## src/rtl/emmc_bootmon_pkg.sv

```systemverilog
`timescale 1ns/1ps
package emmc_bootmon_pkg;
   localparam int FRAME_BITS = 48;
   localparam int CRC_SPAN   = 40;
   localparam int IDX_W      = 6;
   localparam int ARG_W      = 32;
   localparam int CRC_W      = 7;
   localparam int FCNT_W     = $clog2(FRAME_BITS);

   typedef enum logic [1:0] {
      BM_IDLE = 2'd0,
      BM_PRE  = 2'd1,
      BM_BOOT = 2'd2
   } bm_state_e;

   // one serial step of the x^7 + x^3 + 1 code
   function automatic logic [CRC_W-1:0] crc7_step(input logic [CRC_W-1:0] c, input logic b);
      logic fb;
      logic [CRC_W-1:0] n;
      fb = c[CRC_W-1] ^ b;
      n  = {c[CRC_W-2:0], 1'b0};
      if (fb) n = n ^ 7'h09;
      return n;
   endfunction
endpackage

```

## src/rtl/emmc_bootmon_rx.sv

```systemverilog
`timescale 1ns/1ps
module emmc_bootmon_rx
   import emmc_bootmon_pkg::*;
(
   input  logic                  clk_i,
   input  logic                  rst_ni,
   input  logic                  cmd_i,
   output logic                  done_o,
   output logic [FRAME_BITS-1:0] frame_o,
   output logic [CRC_W-1:0]      crc_o
);
   localparam logic [FCNT_W-1:0] LAST_BIT = FCNT_W'(FRAME_BITS - 1);
   localparam logic [FCNT_W-1:0] SPAN     = FCNT_W'(CRC_SPAN);

   logic                  busy_q;
   logic [FCNT_W-1:0]     bit_q;
   logic [FRAME_BITS-1:0] sh_q;
   logic [CRC_W-1:0]      crc_q;
   logic                  done_q;

   always_ff @(posedge clk_i or negedge rst_ni) begin
      if (!rst_ni) begin
         busy_q <= 1'b0;
         bit_q  <= '0;
         sh_q   <= '0;
         crc_q  <= '0;
         done_q <= 1'b0;
      end else begin
         done_q <= 1'b0;
         if (!busy_q) begin
            if (!cmd_i) begin
               busy_q <= 1'b1;
               bit_q  <= FCNT_W'(1);
               sh_q   <= {sh_q[FRAME_BITS-2:0], cmd_i};
               crc_q  <= crc7_step('0, cmd_i);
            end
         end else begin
            sh_q  <= {sh_q[FRAME_BITS-2:0], cmd_i};
            bit_q <= bit_q + FCNT_W'(1);
            if (bit_q < SPAN) crc_q <= crc7_step(crc_q, cmd_i);
            if (bit_q == LAST_BIT) begin
               busy_q <= 1'b0;
               done_q <= 1'b1;
            end
         end
      end
   end

   assign done_o  = done_q;
   assign frame_o = sh_q;
   assign crc_o   = crc_q;
endmodule

```

## src/rtl/emmc_bootmon_dec.sv

```systemverilog
`timescale 1ns/1ps
module emmc_bootmon_dec
   import emmc_bootmon_pkg::*;
(
   input  logic                  done_i,
   input  logic [FRAME_BITS-1:0] frame_i,
   input  logic [CRC_W-1:0]      crc_i,
   output logic                  valid_o,
   output logic                  err_o,
   output logic [IDX_W-1:0]      idx_o,
   output logic [ARG_W-1:0]      arg_o
);
   logic host_dir, start_ok, end_ok, crc_ok;

   always_comb begin
      start_ok = (frame_i[FRAME_BITS-1] == 1'b0);
      host_dir = frame_i[FRAME_BITS-2];
      end_ok   = frame_i[0];
      crc_ok   = (frame_i[CRC_W:1] == crc_i);
      valid_o  = done_i && start_ok && host_dir && end_ok && crc_ok;
      err_o    = done_i && start_ok && host_dir && !(end_ok && crc_ok);
      idx_o    = frame_i[FRAME_BITS-3 -: IDX_W];
      arg_o    = frame_i[CRC_W+ARG_W:CRC_W+1];
   end
endmodule

```

## src/rtl/emmc_bootmon_seq.sv

```systemverilog
`timescale 1ns/1ps
module emmc_bootmon_seq
   import emmc_bootmon_pkg::*;
#(
   parameter int               CNT_W       = 24,
   parameter int               SHIFT_W     = 32,
   parameter bit               CNT_SAT     = 1'b1,
   parameter logic [ARG_W-1:0] PREIDLE_ARG = 32'hF0F0_F0F0,
   parameter logic [ARG_W-1:0] BOOTREQ_ARG = 32'hFFFF_FFFA
) (
   input  logic               clk_i,
   input  logic               rst_ni,
   input  logic               valid_i,
   input  logic [IDX_W-1:0]   idx_i,
   input  logic [ARG_W-1:0]   arg_i,
   input  logic               dat0_i,
   output logic               preidle_o,
   output logic               boot_o,
   output logic               start_o,
   output logic               end_o,
   output logic [CNT_W-1:0]   cnt_o,
   output logic [SHIFT_W-1:0] win_o
);
   localparam logic [CNT_W-1:0] CNT_MAX = {CNT_W{1'b1}};

   bm_state_e          st_q, st_d;
   logic               start_q, end_q;
   logic [CNT_W-1:0]   cnt_q, cnt_inc;
   logic [SHIFT_W-1:0] win_q;
   logic               reset_cmd;

   assign reset_cmd = valid_i && (idx_i == '0);

   always_comb begin
      st_d = st_q;
      if (reset_cmd) begin
         if (st_q == BM_BOOT)                                 st_d = BM_IDLE;
         else if (arg_i == PREIDLE_ARG)                       st_d = BM_PRE;
         else if (arg_i == BOOTREQ_ARG && st_q == BM_PRE)     st_d = BM_BOOT;
         else                                                 st_d = BM_IDLE;
      end
   end

   generate
      if (CNT_SAT) begin : g_sat
         assign cnt_inc = (cnt_q == CNT_MAX) ? cnt_q : cnt_q + CNT_W'(1);
      end else begin : g_wrap
         assign cnt_inc = cnt_q + CNT_W'(1);
      end
   endgenerate

   always_ff @(posedge clk_i or negedge rst_ni) begin
      if (!rst_ni) begin
         st_q    <= BM_IDLE;
         start_q <= 1'b0;
         end_q   <= 1'b0;
         cnt_q   <= '0;
         win_q   <= '0;
      end else begin
         st_q    <= st_d;
         start_q <= (st_q != BM_BOOT) && (st_d == BM_BOOT);
         end_q   <= (st_q == BM_BOOT) && (st_d != BM_BOOT);
         if (st_q == BM_BOOT) begin
            cnt_q <= cnt_inc;
            win_q <= {win_q[SHIFT_W-2:0], dat0_i};
         end else if (st_d == BM_BOOT) begin
            cnt_q <= '0;
            win_q <= '0;
         end
      end
   end

   assign preidle_o = (st_q == BM_PRE);
   assign boot_o    = (st_q == BM_BOOT);
   assign start_o   = start_q;
   assign end_o     = end_q;
   assign cnt_o     = cnt_q;
   assign win_o     = win_q;
endmodule

```

## src/rtl/emmc_bootmon.sv

```systemverilog
`timescale 1ns/1ps
module emmc_bootmon
   import emmc_bootmon_pkg::*;
#(
   parameter int          BOOT_CNT_W   = 24,
   parameter int          BOOT_SHIFT_W = 32,
   parameter bit          BOOT_CNT_SAT = 1'b1,
   parameter logic [31:0] PREIDLE_ARG  = 32'hF0F0_F0F0,
   parameter logic [31:0] BOOTREQ_ARG  = 32'hFFFF_FFFA
) (
   input  logic                    clk_i,
   input  logic                    rst_ni,
   input  logic                    cmd_i,
   input  logic                    dat0_i,
   output logic                    cmd_valid_o,
   output logic                    cmd_err_o,
   output logic [5:0]              cmd_index_o,
   output logic [31:0]             cmd_arg_o,
   output logic                    preidle_o,
   output logic                    boot_active_o,
   output logic                    boot_start_o,
   output logic                    boot_end_o,
   output logic [BOOT_CNT_W-1:0]   boot_bits_o,
   output logic [BOOT_SHIFT_W-1:0] boot_window_o
);
   generate
      if (BOOT_CNT_W < 2 || BOOT_CNT_W > 48) begin : g_bad_cnt
         $error("emmc_bootmon: BOOT_CNT_W must lie in 2..48");
      end
      if (BOOT_SHIFT_W < 2 || BOOT_SHIFT_W > 256) begin : g_bad_win
         $error("emmc_bootmon: BOOT_SHIFT_W must lie in 2..256");
      end
      if (PREIDLE_ARG == BOOTREQ_ARG) begin : g_bad_arg
         $error("emmc_bootmon: the two handshake arguments must differ");
      end
   endgenerate

   logic                  fr_done;
   logic [FRAME_BITS-1:0] fr_bits;
   logic [CRC_W-1:0]      fr_crc;

   emmc_bootmon_rx u_rx (
      .clk_i   (clk_i),
      .rst_ni  (rst_ni),
      .cmd_i   (cmd_i),
      .done_o  (fr_done),
      .frame_o (fr_bits),
      .crc_o   (fr_crc)
   );

   emmc_bootmon_dec u_dec (
      .done_i  (fr_done),
      .frame_i (fr_bits),
      .crc_i   (fr_crc),
      .valid_o (cmd_valid_o),
      .err_o   (cmd_err_o),
      .idx_o   (cmd_index_o),
      .arg_o   (cmd_arg_o)
   );

   emmc_bootmon_seq #(
      .CNT_W       (BOOT_CNT_W),
      .SHIFT_W     (BOOT_SHIFT_W),
      .CNT_SAT     (BOOT_CNT_SAT),
      .PREIDLE_ARG (PREIDLE_ARG),
      .BOOTREQ_ARG (BOOTREQ_ARG)
   ) u_seq (
      .clk_i     (clk_i),
      .rst_ni    (rst_ni),
      .valid_i   (cmd_valid_o),
      .idx_i     (cmd_index_o),
      .arg_i     (cmd_arg_o),
      .dat0_i    (dat0_i),
      .preidle_o (preidle_o),
      .boot_o    (boot_active_o),
      .start_o   (boot_start_o),
      .end_o     (boot_end_o),
      .cnt_o     (boot_bits_o),
      .win_o     (boot_window_o)
   );
endmodule

```

## config.mk

```make
export PLATFORM = sky130hd
export DESIGN_NAME = emmc_bootmon
export DESIGN_NICKNAME = d
export VERILOG_FILES = /design/src/rtl/emmc_bootmon_pkg.sv /design/src/rtl/emmc_bootmon_rx.sv /design/src/rtl/emmc_bootmon_dec.sv /design/src/rtl/emmc_bootmon_seq.sv /design/src/rtl/emmc_bootmon.sv
export SDC_FILE = /design/constraint.sdc
export NUM_CORES = 1
export LEC_CHECK = 0
export BUFFER_PORTS_ARGS = -buffer_cell sky130_fd_sc_hd__buf_4
export CORE_MARGIN = 10
export CORE_UTILIZATION = 45
export DETAILED_ROUTE_END_ITERATION = 7
export PLACE_DENSITY = 0.71
export SLEW_MARGIN = 20
export SYNTH_ARGS = -nofsm -noshare
export SYNTH_HDL_FRONTEND = slang
export SYNTH_HIERARCHICAL = 1
export SYNTH_SLANG_ARGS = --single-unit
```

## constraint.sdc

```tcl
create_clock -name clk_i -period 5 [get_ports clk_i]
set_input_delay 0.75 -clock clk_i [delete_from_list [all_inputs] [get_ports clk_i]]
set_output_delay 0.75 -clock clk_i [all_outputs]
set_load 0.02 [all_outputs]
```

Word level (Yosys, flattened, before mapping)

Cells that the tools add are included.

Register bits: 123
Latch bits: 0
RAM bits: 0
Bits in read-only memories: 0
Input bits: 4
Output and inout port bits: 100
Logic and storage cells: 66
Memories: 0

Add/sub/neg operators: 2
Multipliers: 0
Div/mod/pow operators: 0
$lt $le $gt $ge: 1
Eq/ne operators: 13
Shift-type cells: 0
Mux-type cells: 22
Bitwise logic cells: 3
Reduce and logical (&&, ||, !) cells: 15

Operators with widths:

| cell                                                   | count |
|---|---|
| two-way mux 48 bit                                     | 2 |
| two-way mux 24 bit                                     | 3 |
| == test 32 bit (second input constant)                 | 2 |
| two-way mux 32 bit                                     | 2 |
| adder 24 x 1 -> 24 bit (second input constant)         | 1 |
| == test 24 bit (second input constant)                 | 1 |
| two-way mux 7 bit                                      | 3 |
| two-way mux 6 bit                                      | 2 |
| logical AND 1 bit                                      | 10 |
| two-way mux 2 bit                                      | 4 |
| inequality test 2 bit (second input constant)          | 4 |
| == test 7 bit                                          | 1 |
| adder 6 x 1 -> 6 bit (second input constant)           | 1 |
| == test 6 bit (second input constant)                  | 1 |
| logical NOT 6 bit                                      | 1 |
| < comparator 6 bit (second input constant)             | 1 |
| two-way mux 1 bit                                      | 5 |
| == test 2 bit (second input constant)                  | 2 |
| two-way mux 4 bit                                      | 1 |
| AND reduction 2 bit                                    | 2 |
| == test 2 x 1 -> 1 bit (second input constant)         | 1 |
| inequality test 2 x 1 -> 1 bit (second input constant) | 1 |
| NOT 2 bit                                              | 1 |
| nonzero test 2 bit                                     | 1 |
| other kinds (3)                                        | 3 |

Logic depth before layout (Yosys ltp)

Depth in word-level cells: 10
Depth in mapped cells: 11
Mapped depth without buffers: 9

Hierarchy

The synthesis kept the hierarchy.

By module, submodules not included:

| module           | instances | cells each | area an instance (sq um) | seq. area each (sq um) |
|---|---|---|---|---|
| emmc_bootmon_seq | 1         | 258        | 2839.0                   | 1501.4 |
| emmc_bootmon_rx  | 1         | 255        | 2434.8                   | 1576.5 |
| emmc_bootmon_dec | 1         | 55         | 406.6                    | 0.0 |

Worst setup path after synthesis

No wires, ideal clock.

Path type: flip-flop to flip-flop
Start: register u_rx.crc_q[2] (netlist: u_rx/crc_o[2])
End: register u_seq.cnt_q[15] (netlist: u_seq/cnt_o[15])
Setup time: 0.124 ns
Arrival time: 2.868 ns
Data required time: 4.876 ns
Slack: 2.008 ns
Cell stages (with the launch flop): 12
Path buffers: 2
Period minus slack after synthesis: 2.992 ns
Cell sequence: dfrtp_1 -> nor2b_1 -> a221o_1 -> nor4_2 -> nor2b_1 -> nor4b_1 -> nand4_1 -> or4_4 -> buf_6 -> and2_4 -> buf_6 -> a211o_1

Cells in the longest elaborated chain, start to end: 7

RTL lines:

| what                          | RTL line               | RTL |
|---|---|---|
| start: declaration            | emmc_bootmon_rx.sv:18  | `logic [CRC_W-1:0] crc_q;` |
| start signal: assignment      | emmc_bootmon_rx.sv:35  | `crc_q <= crc7_step('0, cmd_i);` |
| start signal: assignment      | emmc_bootmon_rx.sv:40  | `if (bit_q < SPAN) crc_q <= crc7_step(crc_q, cmd_i);` |
| == test 7 bit                 | emmc_bootmon_dec.sv:19 | `crc_ok = (frame_i[CRC_W:1] == crc_i);` |
| logical AND 1 bit             | emmc_bootmon_dec.sv:20 | `valid_o = done_i && start_ok && host_dir && end_ok && crc_ok;` |
| net cmd_valid_o               | emmc_bootmon.sv:15     | `output logic cmd_valid_o,` |
| logical AND 1 bit             | emmc_bootmon_seq.sv:32 | `assign reset_cmd = valid_i && (idx_i == '0);` |
| two-way mux 2 bit             | emmc_bootmon_seq.sv:36 | `if (reset_cmd) begin` |
| == test 2 bit                 | emmc_bootmon_seq.sv:66 | `end else if (st_d == BM_BOOT) begin` |
| nonzero test 2 bit (no line)  | --                     |  |
| AND reduction 2 bit (no line) | --                     |  |
| end signal: assignment        | emmc_bootmon_seq.sv:64 | `cnt_q <= cnt_inc;` |
| end: declaration              | emmc_bootmon_seq.sv:28 | `logic [CNT_W-1:0] cnt_q, cnt_inc;` |

The timed path passes the listed nets, and every way through them passes these cells.
A chain may end at the register's enable or synchronous reset.

Final worst setup path

Start: register u_rx.crc_q[2] (netlist: u_rx/crc_o[2])
End: register u_seq.cnt_q[13] (netlist: u_seq/cnt_o[13])

Cells in the longest elaborated chain, start to end: 7

RTL lines:

| what                          | RTL line |
|---|---|
| == test 7 bit                 | emmc_bootmon_dec.sv:19 |
| logical AND 1 bit             | emmc_bootmon_dec.sv:20 |
| logical AND 1 bit             | emmc_bootmon_seq.sv:32 |
| two-way mux 2 bit             | emmc_bootmon_seq.sv:36 |
| == test 2 bit                 | emmc_bootmon_seq.sv:66 |
| nonzero test 2 bit (no line)  | -- |
| AND reduction 2 bit (no line) | -- |

Every way passes these cells.

==> results.ini <==
[logic_synthesis]
syn_nets = 574
synth_seq_cells = 123
syn_area_per_cell_um2 = 10.0
synth-edff-count = 0
synthArstFlopShare_pct = 100
netlist_area_um2 = 5680
yosysWarnings = 6
synthCells = 568
ys_types = 61
synth_seq_area_share_pct = 54.2
ys_dominant_reg_cell = dfrtp_1

[cts]
cts_buffer_depth = 2
postCtsResizedCells = 0
clkSinkCount = 123
htree_levels = 4
cts_hold_buf = 0
postCtsSetupBuffers = 0
cts_buffers = 17
cts_root_buf = clkbuf_16
path_clk_slew_ns = 0.05
tritoncts = yes
clk_latency_ns = 0.41

[final_layout]
nets = 638
mostFrequentLayoutCell = nand2_1
antennaDiodeCount = 0
nFillCells = 1068
final_cell_area_um2 = 6860
multiInputGateArea_um2 = 2140
layout-drive-gt1-share_pct = 25.0
seq_area_um2 = 3080
area_delta_synth_final_pct = 20.7
final_cell_mix = 166 x nand2_1, 123 x dfrtp_1, 107 x buf_4, 38 x a22o_1, 17 x clkbuf_16

[timing]
whs_ns = 0.365
setup_viol = 0
finClkSkew_ns = 0.00685
rsz0062_at_grt = no
fmax_ghz = 0.327
worst_pin_slew_ns = 0.744
final_max_slew_viol_count = 0
maxSlewHeadroom_pct = 50.4
fin_crit_sh_pct = 61.1
finalHoldViolations = 0
fin_crit_ns = 3.05
tns_ns = 0

[route]
first_pass_iters = 7
drt-total-wl_um = 13900
drtIter0Drc = 380
vias_per_cell = 5.44
ant_nets = 0
wl_per_cell_um = 17.1
vias = 4426
post-route-drc-count = 0

[place]
place.gp.congestion = 0.856
port_buffers = 103
place_area_um2 = 6260
hpwl_um = 9510

[setup_path]
timing.rr.start = u_rx/crc_o[2]
worstSetupPathType = reg2reg
cp_cell_sequence = nor2b_1, a221o_1, nor4_2, nor2b_1, nor4b_1, nand4_1, or4_4, and2_4, a221o_2
slowest_stage = or4_4
startpoint_type = flip-flop
path_buf_inv = 0
path_depth = 9
crit_path_max_incr_delay_ns = 0.51
critPathTopFamily = simple AND/OR/NAND/NOR gates
startpoint = u_rx/crc_o[2]
r2r_cells = 9
cp.required_ns = 5.29
rrSetupSlack_ns = 1.95
crit_path_max_fanout = 13
worstPathArrival_ns = 3.34
endpoint = u_seq/cnt_o[13]
r2r-end = u_seq/cnt_o[13]
cpMostUsedCell = nor2b_1
setup.worst_path.end_class = flip-flop

[floorplan]
dieArea_um2 = 17500
die_w_um = 132
start_util_pct = 46.7
io_pins = 104
core_um2 = 12200
die_h_um = 132
rows = 40

[global_route]
track_usage_pct = 15.8
grt_max_degree = 81
globalRouteOverflowTotal = 0
antenna_found_initial = 0
grt_pass1_wl_um = 22900
first_global_vias = 4315

[pwr]
fin_total_pwr_mw = 3.61
leakagePower_nw = 3.47
power.density_nw_per_um2 = 527
irDropWorstVdd_v = 0.000419

[flow_run]
cap_violations = 0

[worst_hold_path]
hp-class = in2async

[run_status]
status = finished clean

==> synthesized netlist by cell type, types with 8 or more instances <==
cell / count / area share, %
nand2_1: 166 / 11
buf_4: 41 / 5.4
a31oi_1: 10 / 1.1
buf_2: 9 / 0.79
a211o_1: 8 / 1.2
dfrtp_1: 123 / 54
a21oi_1: 9 / 0.79
nand3_1: 16 / 1.4
nor2_1: 8 / 0.53
a22o_1: 38 / 5.9
nand4_1: 12 / 1.3
nor3_1: 9 / 0.79
==> area by class of cell <==
type                       instances  area share, %
inverter                           7          0.383
multi-input combinational        375           31.2
clock buffer                      20           6.81
timing repair buffer             108           11.9
sequential                       123           44.9
tap                              168           3.07
clock inverter                    12           1.77
==> kinds of logic after synthesis <==
kind of cell / share of synthesized area [%]
buffers and inverters: 8.19
muxes: 0.529
DFF: 54.2
and+or+nand+nor: 21.9
AOI/OAI and AO/OA: 13.9
adders and majority gates: 0.440
xor gates and xnor gates: 0.925
==> through the flow <==
step                      setup slack, ns  util, %  cells
after floorplan                      2.01        -    568
after global placement               2.14     51.5    781
final                                1.95     56.4    813
after global routing                 1.83     56.4    813
after CTS                            1.96     56.3    813
after detailed placement             2.00     51.5    781
==> power breakdown <==
group,switching (mW),leakage (nW),total (mW),internal (mW)
Sequential,0.290,1.60,1.52,1.23
Clock,0.429,0.287,1.20,0.767
Combinational,0.503,1.58,0.894,0.391
==> state kept, by name, indices dropped and copies added, names as in the netlist <==
name / count
u_seq/end_o: 1
u_seq/st_q: 2
u_rx/crc_o: 7
u_rx/busy_q: 1
u_seq/start_o: 1
u_seq/cnt_o: 24
u_rx/frame_o: 48
u_rx/bit_q: 6
u_rx/done_o: 1
u_seq/win_o: 32
==> layer usage <==
layer  up-vias  track usage, %  share of wire, %
li1       2093               -                 -
met1      2153            21.4                47
met2       167            23.2                46
met3        13            5.64               6.5
met4         0            4.77              0.84
met5         -               0                 0
==> worst min path at each step <==
| stage | cells after the start | to | slack (ns) |
|---|---|---|---|
| 2_1_floorplan | 2 | u_rx/frame_o[47] | 0.43 |
| 5_1_grt | 1 | u_seq/cnt_o[2] | 0.43 |
| 3_3_place_gp | 2 | u_rx/frame_o[47] | 0.44 |
| 3_5_place_dp | 2 | u_rx/frame_o[47] | 0.45 |
| 6_report | 1 | u_seq/cnt_o[3] | 0.37 |
| 4_1_cts | 2 | u_rx/frame_o[47] | 0.47 |
Note: power is estimated with default switching activity, not from simulation.
